==> src/rtl/scl_wave_pkg.sv <==
package scl_wave_pkg;

  typedef enum logic [1:0] {
    PH_IDLE = 2'd0,
    PH_LOW  = 2'd1,
    PH_HIGH = 2'd2
  } phase_e;

  // strobes from the sequencer to the timing datapath
  typedef struct packed {
    logic loadLow;    // start a low phase, latch the pending word
    logic loadHigh;   // start a high phase from the latched word
    logic countDown;  // one more cycle of the current phase elapsed
  } strobe_t;

endpackage

==> src/rtl/scl_wave_cfg.sv <==
module scl_wave_cfg #(
  parameter int DIV_W   = 8,
  parameter int EXP_W   = 4,
  parameter int MAX_EXP = 7,
  parameter int CFG_W   = 32
) (
  input  logic                               clk,
  input  logic                               rstN,
  input  logic                               wrEn,
  input  logic [CFG_W-1:0]                   wrData,
  output logic [DIV_W-1:0]                   lowDiv,
  output logic [DIV_W-1:0]                   highDiv,
  output logic [$clog2(MAX_EXP+1)-1:0]       expVal
);

  localparam int SEXP_W  = $clog2(MAX_EXP + 1);
  localparam int HIGH_LSB = DIV_W;
  localparam int EXP_LSB  = 2 * DIV_W;

  logic [EXP_W-1:0]  expField;
  logic [SEXP_W-1:0] expNext;

  assign expField = wrData[EXP_LSB +: EXP_W];

  // saturate only when the field can encode more than the limit
  generate
    if (((1 << EXP_W) - 1) > MAX_EXP) begin : g_clamp
      always_comb begin
        if (expField > EXP_W'(MAX_EXP)) expNext = SEXP_W'(MAX_EXP);
        else                            expNext = SEXP_W'(expField);
      end
    end else begin : g_pass
      assign expNext = SEXP_W'(expField);
    end
  endgenerate

  always_ff @(posedge clk) begin
    if (!rstN) begin
      lowDiv  <= '0;
      highDiv <= '0;
      expVal  <= '0;
    end else if (wrEn) begin
      lowDiv  <= wrData[DIV_W-1:0];
      highDiv <= wrData[HIGH_LSB +: DIV_W];
      expVal  <= expNext;
    end
  end

endmodule

==> src/rtl/scl_wave_dp.sv <==
module scl_wave_dp
  import scl_wave_pkg::*;
#(
  parameter int DIV_W   = 8,
  parameter int MAX_EXP = 7,
  parameter int OFFSET  = 4
) (
  input  logic                         clk,
  input  logic                         rstN,
  input  strobe_t                      strobe,
  input  logic [DIV_W-1:0]             cfgLow,
  input  logic [DIV_W-1:0]             cfgHigh,
  input  logic [$clog2(MAX_EXP+1)-1:0] cfgExp,
  output logic                         cntZero
);

  localparam int SEXP_W = $clog2(MAX_EXP + 1);
  localparam int CNT_W  = DIV_W + MAX_EXP + 1;

  logic [DIV_W-1:0]  shHigh;
  logic [SEXP_W-1:0] shExp;
  logic [CNT_W-1:0]  cnt;

  // cycles in a phase minus one, so the counter ends on zero
  function automatic logic [CNT_W-1:0] phaseLast(
    input logic [DIV_W-1:0]  div,
    input logic [SEXP_W-1:0] ex
  );
    logic [CNT_W-1:0] scaled;
    scaled = CNT_W'(div) << ex;
    return scaled + CNT_W'(OFFSET - 1);
  endfunction

  always_ff @(posedge clk) begin
    if (!rstN) begin
      shHigh <= '0;
      shExp  <= '0;
    end else if (strobe.loadLow) begin
      shHigh <= cfgHigh;
      shExp  <= cfgExp;
    end
  end

  always_ff @(posedge clk) begin
    if (!rstN) begin
      cnt <= '0;
    end else if (strobe.loadLow) begin
      cnt <= phaseLast(cfgLow, cfgExp);
    end else if (strobe.loadHigh) begin
      cnt <= phaseLast(shHigh, shExp);
    end else if (strobe.countDown) begin
      cnt <= cnt - 1'b1;
    end
  end

  assign cntZero = (cnt == '0);

endmodule

==> src/rtl/scl_wave_ctrl.sv <==
module scl_wave_ctrl
  import scl_wave_pkg::*;
(
  input  logic    clk,
  input  logic    rstN,
  input  logic    run,
  input  logic    cntZero,
  output strobe_t strobe,
  output logic    sclOut,
  output logic    phaseDone
);

  phase_e phase;
  phase_e phaseNext;

  always_comb begin
    strobe    = '0;
    phaseNext = phase;
    case (phase)
      PH_IDLE: begin
        if (run) begin
          strobe.loadLow = 1'b1;
          phaseNext      = PH_LOW;
        end
      end
      PH_LOW: begin
        if (!run) begin
          phaseNext = PH_IDLE;
        end else if (cntZero) begin
          strobe.loadHigh = 1'b1;
          phaseNext       = PH_HIGH;
        end else begin
          strobe.countDown = 1'b1;
        end
      end
      PH_HIGH: begin
        if (!run) begin
          phaseNext = PH_IDLE;
        end else if (cntZero) begin
          strobe.loadLow = 1'b1;
          phaseNext      = PH_LOW;
        end else begin
          strobe.countDown = 1'b1;
        end
      end
      default: phaseNext = PH_IDLE;
    endcase
  end

  always_ff @(posedge clk) begin
    if (!rstN) phase <= PH_IDLE;
    else       phase <= phaseNext;
  end

  assign sclOut    = (phase != PH_LOW);
  assign phaseDone = run && (phase != PH_IDLE) && cntZero;

endmodule

==> src/rtl/scl_wave_gen.sv <==
module scl_wave_gen
  import scl_wave_pkg::*;
#(
  parameter int OFFSET  = 4,
  parameter int MAX_EXP = 7,
  parameter int DIV_W   = 8,
  parameter int EXP_W   = 4,
  parameter int CFG_W   = 32
) (
  input  logic             clk,
  input  logic             rstN,
  input  logic             masterEn,
  input  logic             xferActive,
  input  logic             cfgWrEn,
  input  logic [CFG_W-1:0] cfgWrData,
  output logic             sclOut,
  output logic             phaseDone
);

  localparam int SEXP_W = $clog2(MAX_EXP + 1);

  logic              run;
  logic              cntZero;
  strobe_t           strobe;
  logic [DIV_W-1:0]  cfgLow;
  logic [DIV_W-1:0]  cfgHigh;
  logic [SEXP_W-1:0] cfgExp;

  assign run = masterEn && xferActive;

  scl_wave_cfg #(
    .DIV_W(DIV_W), .EXP_W(EXP_W), .MAX_EXP(MAX_EXP), .CFG_W(CFG_W)
  ) u_cfg (
    .clk(clk), .rstN(rstN), .wrEn(cfgWrEn), .wrData(cfgWrData),
    .lowDiv(cfgLow), .highDiv(cfgHigh), .expVal(cfgExp)
  );

  scl_wave_dp #(
    .DIV_W(DIV_W), .MAX_EXP(MAX_EXP), .OFFSET(OFFSET)
  ) u_dp (
    .clk(clk), .rstN(rstN), .strobe(strobe),
    .cfgLow(cfgLow), .cfgHigh(cfgHigh), .cfgExp(cfgExp),
    .cntZero(cntZero)
  );

  scl_wave_ctrl u_ctrl (
    .clk(clk), .rstN(rstN), .run(run), .cntZero(cntZero),
    .strobe(strobe), .sclOut(sclOut), .phaseDone(phaseDone)
  );

endmodule

==> config.mk <==
export PLATFORM = sky130hd
export DESIGN_NAME = scl_wave_gen
export DESIGN_NICKNAME = d
export VERILOG_FILES = /design/src/rtl/scl_wave_pkg.sv /design/src/rtl/scl_wave_cfg.sv /design/src/rtl/scl_wave_dp.sv /design/src/rtl/scl_wave_ctrl.sv /design/src/rtl/scl_wave_gen.sv
export SDC_FILE = /design/constraint.sdc
export NUM_CORES = 1
export LEC_CHECK = 0
export BUFFER_PORTS_ARGS = -buffer_cell sky130_fd_sc_hd__buf_2
export CORE_UTILIZATION = 40
export DETAILED_ROUTE_END_ITERATION = 8
export PLACE_DENSITY = 0.69
export SLEW_MARGIN = 20
export SYNTH_ARGS = -nofsm -noshare
export SYNTH_HDL_FRONTEND = slang
export SYNTH_HIERARCHICAL = 1
export SYNTH_SLANG_ARGS = --single-unit
==> constraint.sdc <==
create_clock -name clk -period 4.3 [get_ports clk]
set_input_delay 0.43 -clock clk [delete_from_list [all_inputs] [get_ports clk]]
set_output_delay 0.43 -clock clk [all_outputs]
set_load 0.1 [all_outputs]
==> impl_metrics.csv, run 1 <==
group,metric,value,unit
global_route,gr-usage-all-layers,0.174,
run,drv_cap,0,
clock_tree,root_buffer,"clkbuf_8",
power_and_ir_drop,p_clk_frac,0.257,
clock_tree,post-cts-setup-buffers,0,
layout,antennaDiodeCount,0,
logic_synthesis,ys_types,76,
clock_tree,max-clock-path-buffers,2,
worst_setup_path,worst_ep_required_time,4540,ps
logic_synthesis,synth.area.mux_share,0.183,
logic_synthesis,synth_top_area_cell,"dfxtp_1",
clock_tree,cts_sinks,48,
detailed_routing,vias,3146,
worst_setup_path,crit_type,"reg2reg",
logic_synthesis,synth_top_area_share,0.259,
logic_synthesis,syn-num-nets,472,
global_route,grt_max_degree,34,
detailed_routing,drt_wl_total,8.31,mm
layout,multi_input_area,2480,sq um
layout,final_cells,543,
power_and_ir_drop,p_seq_frac,0.385,
layout,seq_area,961,sq um
detailed_routing,drtAntennaViolNets,0,
logic_synthesis,synthXorXnorAreaFrac,0.0472,
timing,tightest_slew,885,ps
floorplanning,initial_core_util,0.419,
global_route,antenna_found_initial,0,
layout,num-fill-cells,858,
clock_tree,cts_tree,"yes",
power_and_ir_drop,p_sw_frac,0.363,
power_and_ir_drop,pwr-share-comb,0.359,
detailed_routing,first_pass_iters,6,
timing,relSlewSlack,0.409,
power_and_ir_drop,ir_worst_vdd,0.177,mV
placed_design,dp.cells,536,
floorplanning,ios,39,
worst_setup_path,cp_data_arrival_time,3900,ps
logic_synthesis,yosys_warnings,6,
timing,layout_worst_path_cycle_share,0.851,
clock_tree,ctsResizeCount,0,
detailed_routing,drtIter0Drc,283,
floorplanning,num_rows,34,
floorplanning,die-area,9660,sq um
global_route,grt_pass1_vias,2848,
detailed_routing,wl_per_cell,15.3,um
clock_tree,cts_buffers,5,
logic_synthesis,yosys.area_share.simple,0.224,
power_and_ir_drop,p_leak,1.45,nW
timing,hold_viol,0,
placed_design,dp_hpwl,6.11,mm
floorplanning,dieHeight,98.3,um
logic_synthesis,synthTopCellsByArea,"dfxtp_1, mux2i_1, mux4_2",
logic_synthesis,synthArstFlopShare,0,
timing,max_freq,273,MHz
layout,drive_gt1_frac,0.166,
detailed_routing,avgViaCountPerCell,5.79,
logic_synthesis,ys_seq_area_frac,0.259,
timing,finalSetupTns,0,ps
logic_synthesis,synth_cells,424,
clock_tree,cts_hold_buf,0,
worst_setup_path,critPathLaunchType,"flop",
logic_synthesis,synth_fa_ha_area_frac,0.0371,
global_route,grt_pass1_wl,13.9,mm
power_and_ir_drop,power_density,380,nW/um^2
min_path,hold_path.class,"in2reg",
timing,setup_viol,0,
logic_synthesis,ys_seq_elements,48,
logic_synthesis,synth_top_family_by_area,"simple AND/OR/NAND/NOR gates",
timing,rsz0062_at_grt,"false",
worst_setup_path,critPathMaxFanout,14,
power_and_ir_drop,p_int,0.000952,W
logic_synthesis,synth_edf_count,0,
placed_design,numPortBuffers,26,
clock_tree,htreeDepth,2,
placed_design,gp_congestion,0.901,
logic_synthesis,synth-compound-area-share,0.175,
timing,finClkSkew,10.4,ps
layout,area_growth,6.10,%
power_and_ir_drop,p_sw,0.000543,W
floorplanning,core_area,8850,sq um
floorplanning,die_width,98.3,um
placed_design,dp_slack,727,ps
logic_synthesis,synth_common_cells,"dfxtp_1, mux2i_1, nor2_1",
outcome,status,"complete, no violations",
timing,worst_slack,639,ps
timing,fin_crit,3660,ps
clock_tree,insertion_delay,300,ps
logic_synthesis,synth_most_common_cell,"dfxtp_1",
detailed_routing,drc,0,
logic_synthesis,synth_top_flop_cell,"dfxtp_1",
logic_synthesis,synth_area_per_cell,8.75,sq um
clock_tree,path_clk_slew,100,ps
global_route,gr-total-overflow,0,
worst_setup_path,worstSetupEndpointType,"flop",
timing,slew_viol_final,0,
layout,num-nets-final,483,
logic_synthesis,synth_area,3710,sq um
critical path, cell delays in order, from the launching register on:
cell	delay [ps]
dfxtp_1	390
or4_4	580
nor4_2	310
nand2_1	90
nor4bb_1	650
and3_1	590
or3_1	450
a21oi_1	110
a311oi_1	280
o2bb2ai_1	140
logic make-up after synthesis:
group                      Yosys count
and+or+nand+nor                    150
AOI/OAI and AO/OA                   95
muxes                               55
DFF                                 48
buffers and inverters               45
xor gates and xnor gates            20
adders and majority gates           11
sequential cells by signal, indices dropped and copies added, names as in the netlist:
| signal | flops |
|---|---|
| u_cfg/lowDiv | 8 |
| u_cfg/highDiv | 8 |
| u_dp/cnt | 16 |
| u_dp/shExp | 3 |
| u_dp/shHigh | 8 |
| u_cfg/expVal | 3 |
| u_ctrl/phase | 2 |
metal layers:
| metal | routed length (um) | vias to the layer above | track usage | share of wire |
|---|---|---|---|---|
| li1 | - | 1579 | - | - |
| met5 | 0 | - | 0 | 0 |
| met4 | 152 | 0 | 0.0528 | 0.018 |
| met1 | 4190 | 1462 | 0.250 | 0.50 |
| met2 | 3640 | 93 | 0.271 | 0.44 |
| met3 | 321 | 12 | 0.0215 | 0.039 |
area by class of cell:
cell class | count | area share
clock buffer | 5 | 0.0175
clock inverter | 2 | 0.0153
inverter | 18 | 0.0172
multi-input combinational | 331 | 0.629
sequential | 48 | 0.244
tap | 108 | 0.0343
timing repair buffer | 31 | 0.0426
layout by cell type (no fill, tap or decap), types with 4 or more instances in the layout:
cell type / instances
dfxtp_1: 48
mux2i_1: 34
nor2_1: 33
nand2_1: 31
buf_2: 26
o21ai_0: 22
nor2b_1: 19
a21oi_1: 19
inv_1: 16
nand3_1: 12
xor2_1: 12
ha_1: 11
mux2_2: 11
nor3_1: 10
xnor2_1: 8
mux4_2: 7
a211oi_1: 6
o211ai_1: 6
clkbuf_8: 5
nand3b_1: 5
a31oi_1: 5
buf_4: 5
o21ai_1: 4
nand2b_1: 4
o22ai_1: 4
or3_1: 4
per-stage QoR:
stage                     utilization  cell area [sq um]  hold WS, ps  total power (W)
after floorplan                     -               3710          437          0.00101
after global placement          0.430               3810          454          0.00110
after detailed placement        0.430               3810          464          0.00111
after CTS                       0.445               3940          381          0.00149
after global routing            0.445               3940          383          0.00159
final                           0.445               3940          388          0.00149
power by group through the flow:
stage                     combinational, W  clock (W)  sequential, W
after CTS                         0.000531   0.000388       0.000574
after detailed placement          0.000528          0       0.000584
after global routing              0.000595   0.000407       0.000585
after global placement            0.000520          0       0.000581
after floorplan                   0.000459          0       0.000549
final                             0.000536   0.000384       0.000575
path summary, 6_finish.rpt:
check | startpoint | endpoint | slack (ps) | depth (start not counted)
worst min-delay path | cfgWrData[14] | u_cfg/highDiv[6] | 390 | 3
worst min register to register | u_dp/cnt[14] | u_dp/cnt[14] | 480 | 1
worst max-delay path | u_dp/cnt[6] | u_dp/cnt[7] | 640 | 9
worst max register to register | u_dp/cnt[6] | u_dp/cnt[7] | 640 | 9
No activity file was read; power rests on OpenSTA's default activity.
==> run 2, diff against run 1 <==
Settings changed: ABC_AREA set to 1.
==> run 2 against run 1 <==
  * The run now ends with design-rule violations left
  * Worst hold slack got worse by 50 ps
  * Worst setup slack better by 1000 ps
  * Die area decreased by 0.92%
  * Clock skew fell by 1.6 ps
  * Total power increased by 7.8%
  * Register-to-register slack better by 1000 ps
  * Critical path depth grew 4
  * Flip-flop and latch count did not move
  * Count of clock-buffer cells in the layout is the same
  * Via count grew 15%
  * Global-route usage rose by 1.0 points
  * Clock power decreased by 13%
  * Critical path type unchanged
==> impl_metrics.csv, run 2 <==
group,metric,value,unit
outcome,status,"complete, but fails checks",
outcome,violations,"design-rule violations",
power_and_ir_drop,p_int,0.000933,W
logic_synthesis,yosys_warnings,6,
global_route,gr-total-overflow,0,
power_and_ir_drop,p_sw_frac,0.421,
worst_setup_path,ff2ff_path_depth,13,
timing,fin_crit,2630,ps
global_route,grt_max_degree,46,
worst_setup_path,worst-r2r-setup-slack,1670,ps
worst_setup_path,worstSetupEndpointType,"flop",
worst_setup_path,cp_data_arrival_time,2840,ps
power_and_ir_drop,p_sw,0.000679,W
timing,slew_viol_final,0,
worst_setup_path,r2r-start,"u_dp/cnt[12]",
logic_synthesis,syn-num-nets,623,
power_and_ir_drop,p_seq_frac,0.351,
logic_synthesis,ys_seq_elements,48,
detailed_routing,drtAntennaViolNets,0,
floorplanning,ios,39,
clock_tree,path_clk_slew,100,ps
detailed_routing,first_pass_iters,7,
worst_setup_path,crit_path_start,"u_dp/cnt[12]",
timing,worst_slack,1670,ps
power_and_ir_drop,pwr-share-comb,0.441,
floorplanning,dieHeight,97.9,um
logic_synthesis,synth_edf_count,0,
layout,area_growth,6.47,%
min_path,hold_path.class,"in2reg",
detailed_routing,vias,3630,
detailed_routing,wl_per_cell,12.4,um
detailed_routing,drc,2,
detailed_routing,avgViaCountPerCell,5.22,
worst_setup_path,cpMaxStageDelayCell,"dfxtp_1",
floorplanning,core_area,8810,sq um
timing,layout_worst_path_cycle_share,0.612,
logic_synthesis,synth_area,3670,sq um
logic_synthesis,synth_top_area_cell,"dfxtp_1",
worst_setup_path,worst_ep_required_time,4510,ps
logic_synthesis,synthTopCellsByArea,"dfxtp_1, nand2_1, nor2_1",
clock_tree,insertion_delay,300,ps
logic_synthesis,synth_cells,575,
clock_tree,cts_buffers,5,
floorplanning,initial_core_util,0.417,
worst_setup_path,rr_endpoint,"u_dp/cnt[12]",
detailed_routing,drtIter0Drc,214,
worst_setup_path,slowest_delay,360,ps
timing,finClkSkew,8.78,ps
timing,relSlewSlack,0.530,
timing,tightest_slew,706,ps
logic_synthesis,ys_seq_area_frac,0.261,
run,drv_cap,0,
power_and_ir_drop,power_density,412,nW/um^2
worst_setup_path,crit_type,"reg2reg",
logic_synthesis,ys_types,44,
worst_setup_path,crit_cells,13,
timing,whs,338,ps
worst_setup_path,worstPathCellList,"nor2_1 > nand4_1 > nor3_1 > nand2_1 > o22ai_1 > o21ai_0 > inv_1 > clkinv_1 > buf_4 > o211ai_1 > nand3_1 > o211ai_1 > inv_1",
layout,num-nets-final,634,
logic_synthesis,synthArstFlopShare,0,
worst_setup_path,critPathTopFamily,"simple AND/OR/NAND/NOR gates",
placed_design,numPortBuffers,26,
clock_tree,cts_tree,"yes",
global_route,grt_pass1_wl,14.7,mm
clock_tree,max-clock-path-buffers,2,
power_and_ir_drop,p_leak,1.77,nW
floorplanning,die_width,97.9,um
min_path,hp-start,"cfgWrData[16]",
floorplanning,num_rows,34,
clock_tree,cts_sinks,48,
clock_tree,htreeDepth,2,
worst_setup_path,critPathCapture,"u_dp/cnt[12]",
logic_synthesis,synth_top_flop_cell,"dfxtp_1",
timing,rsz0062_at_grt,"false",
detailed_routing,drt_wl_total,8.59,mm
logic_synthesis,synth_area_per_cell,6.39,sq um
power_and_ir_drop,p_clk_frac,0.207,
placed_design,dp_hpwl,6.50,mm
clock_tree,post-cts-setup-buffers,0,
global_route,gr-usage-all-layers,0.184,
global_route,antenna_found_initial,0,
worst_setup_path,critPathLaunchType,"flop",
timing,setup_viol,0,
layout,final_common_cell,"nand2_1",
placed_design,gp_congestion,0.905,
layout,largest-register,"u_dp/cnt",
clock_tree,root_buffer,"clkbuf_8",
floorplanning,die-area,9570,sq um
power_and_ir_drop,ir_worst_vdd,0.160,mV
clock_tree,cts_hold_buf,0,
layout,drive_gt1_frac,0.164,
clock_tree,ctsResizeCount,0,
logic_synthesis,synth_top_area_share,0.261,
placed_design,dp_slack,1710,ps
timing,hold_viol,0,
worst_setup_path,path_buf_inv,4,
logic_synthesis,synth_most_common_cell,"nand2_1",
global_route,grt_pass1_vias,3287,
logic_synthesis,synth_common_cells,"nand2_1, nor2_1, nand3_1",
layout,layout_common_cells,"nand2_1, nor2_1, nand3_1",
timing,finalSetupTns,0,ps
layout,largest_reg_flops,16,
worst_setup_path,critPathMaxFanout,18,
timing,max_freq,380,MHz
layout,antennaDiodeCount,0,
## run 2: changes by cell type after synthesis, sizes merged, moves of 8 or more
| cell | previous run | this run |
|---|---|---|
| mux4 | 8 | 0 |
| nand2 | 31 | 143 |
| inv | 17 | 50 |
| nor2b | 19 | 0 |
| nor2 | 35 | 98 |
| o21ai | 26 | 61 |
| mux2i | 34 | 0 |
| nand3 | 12 | 58 |
| mux2 | 13 | 0 |
## run 2: logic make-up (layout without fill, tap and decap cells)
family          after synthesis  count (layout)  share of synthesized area
simple gates                321             321                      0.403
compound gates              107             107                      0.172
buf+inv                      78              90                      0.101
flops                        48              48                      0.261
fa+ha+maj                    11              11                     0.0375
xor+xnor                     10              10                     0.0238
## run 2: power by group through the flow
stage,Sequential [W],Clock (W),Combinational [W]
6_report,0.000566,0.000334,0.000712
4_1_cts,0.000565,0.000339,0.000709
3_5_place_dp,0.000576,0,0.000705
3_3_place_gp,0.000574,0,0.000684
5_1_grt,0.000576,0.000364,0.000811
2_1_floorplan,0.000548,0,0.000601
## run 2: metal layers
metal / wire (um) / vias up / part of all wire / global-route usage
met5: 0 / - / 0 / 0
met4: 189 / 0 / 0.022 / 0.0629
met3: 355 / 16 / 0.041 / 0.0243
met2: 3910 / 85 / 0.46 / 0.310
met1: 4140 / 1631 / 0.48 / 0.241
li1: - / 1898 / - / -
## run 2: cell type report
class                   count  area [sq um]
clock buffers               5          68.8
repair buffers             29           153
inverters                  53           211
well taps                 108           135
multi-input cells         449          2340
clock inverters             3          42.5
flip-flops and latches     48           961
fillers                   929          4890
## run 2: metrics by stage
step / util / instance area, sq um / power [W] / instances
floorplan: - / 3670 / 0.00115 / 575
global placement: 0.432 / 3800 / 0.00126 / 687
detailed placement: 0.432 / 3800 / 0.00128 / 687
CTS: 0.444 / 3910 / 0.00161 / 695
global route: 0.444 / 3910 / 0.00175 / 695
finish: 0.444 / 3910 / 0.00161 / 695
## run 2: how the worst min path moves through the flow
| stage | endpoint | depth (start not counted) | slack [ps] |
|---|---|---|---|
| final | u_cfg/expVal[0] | 3 | 340 |
| after global routing | u_cfg/highDiv[6] | 3 | 330 |
| after CTS | u_cfg/highDiv[2] | 3 | 340 |
| after detailed placement | u_dp/cnt[15] | 2 | 460 |
| after global placement | u_dp/cnt[15] | 2 | 460 |
| after floorplan | u_dp/cnt[15] | 2 | 440 |
## run 2: worst min-delay path, delay by kind of cell
family	cells	cell delay, ps
buf+inv	1	80
simple gates	2	90
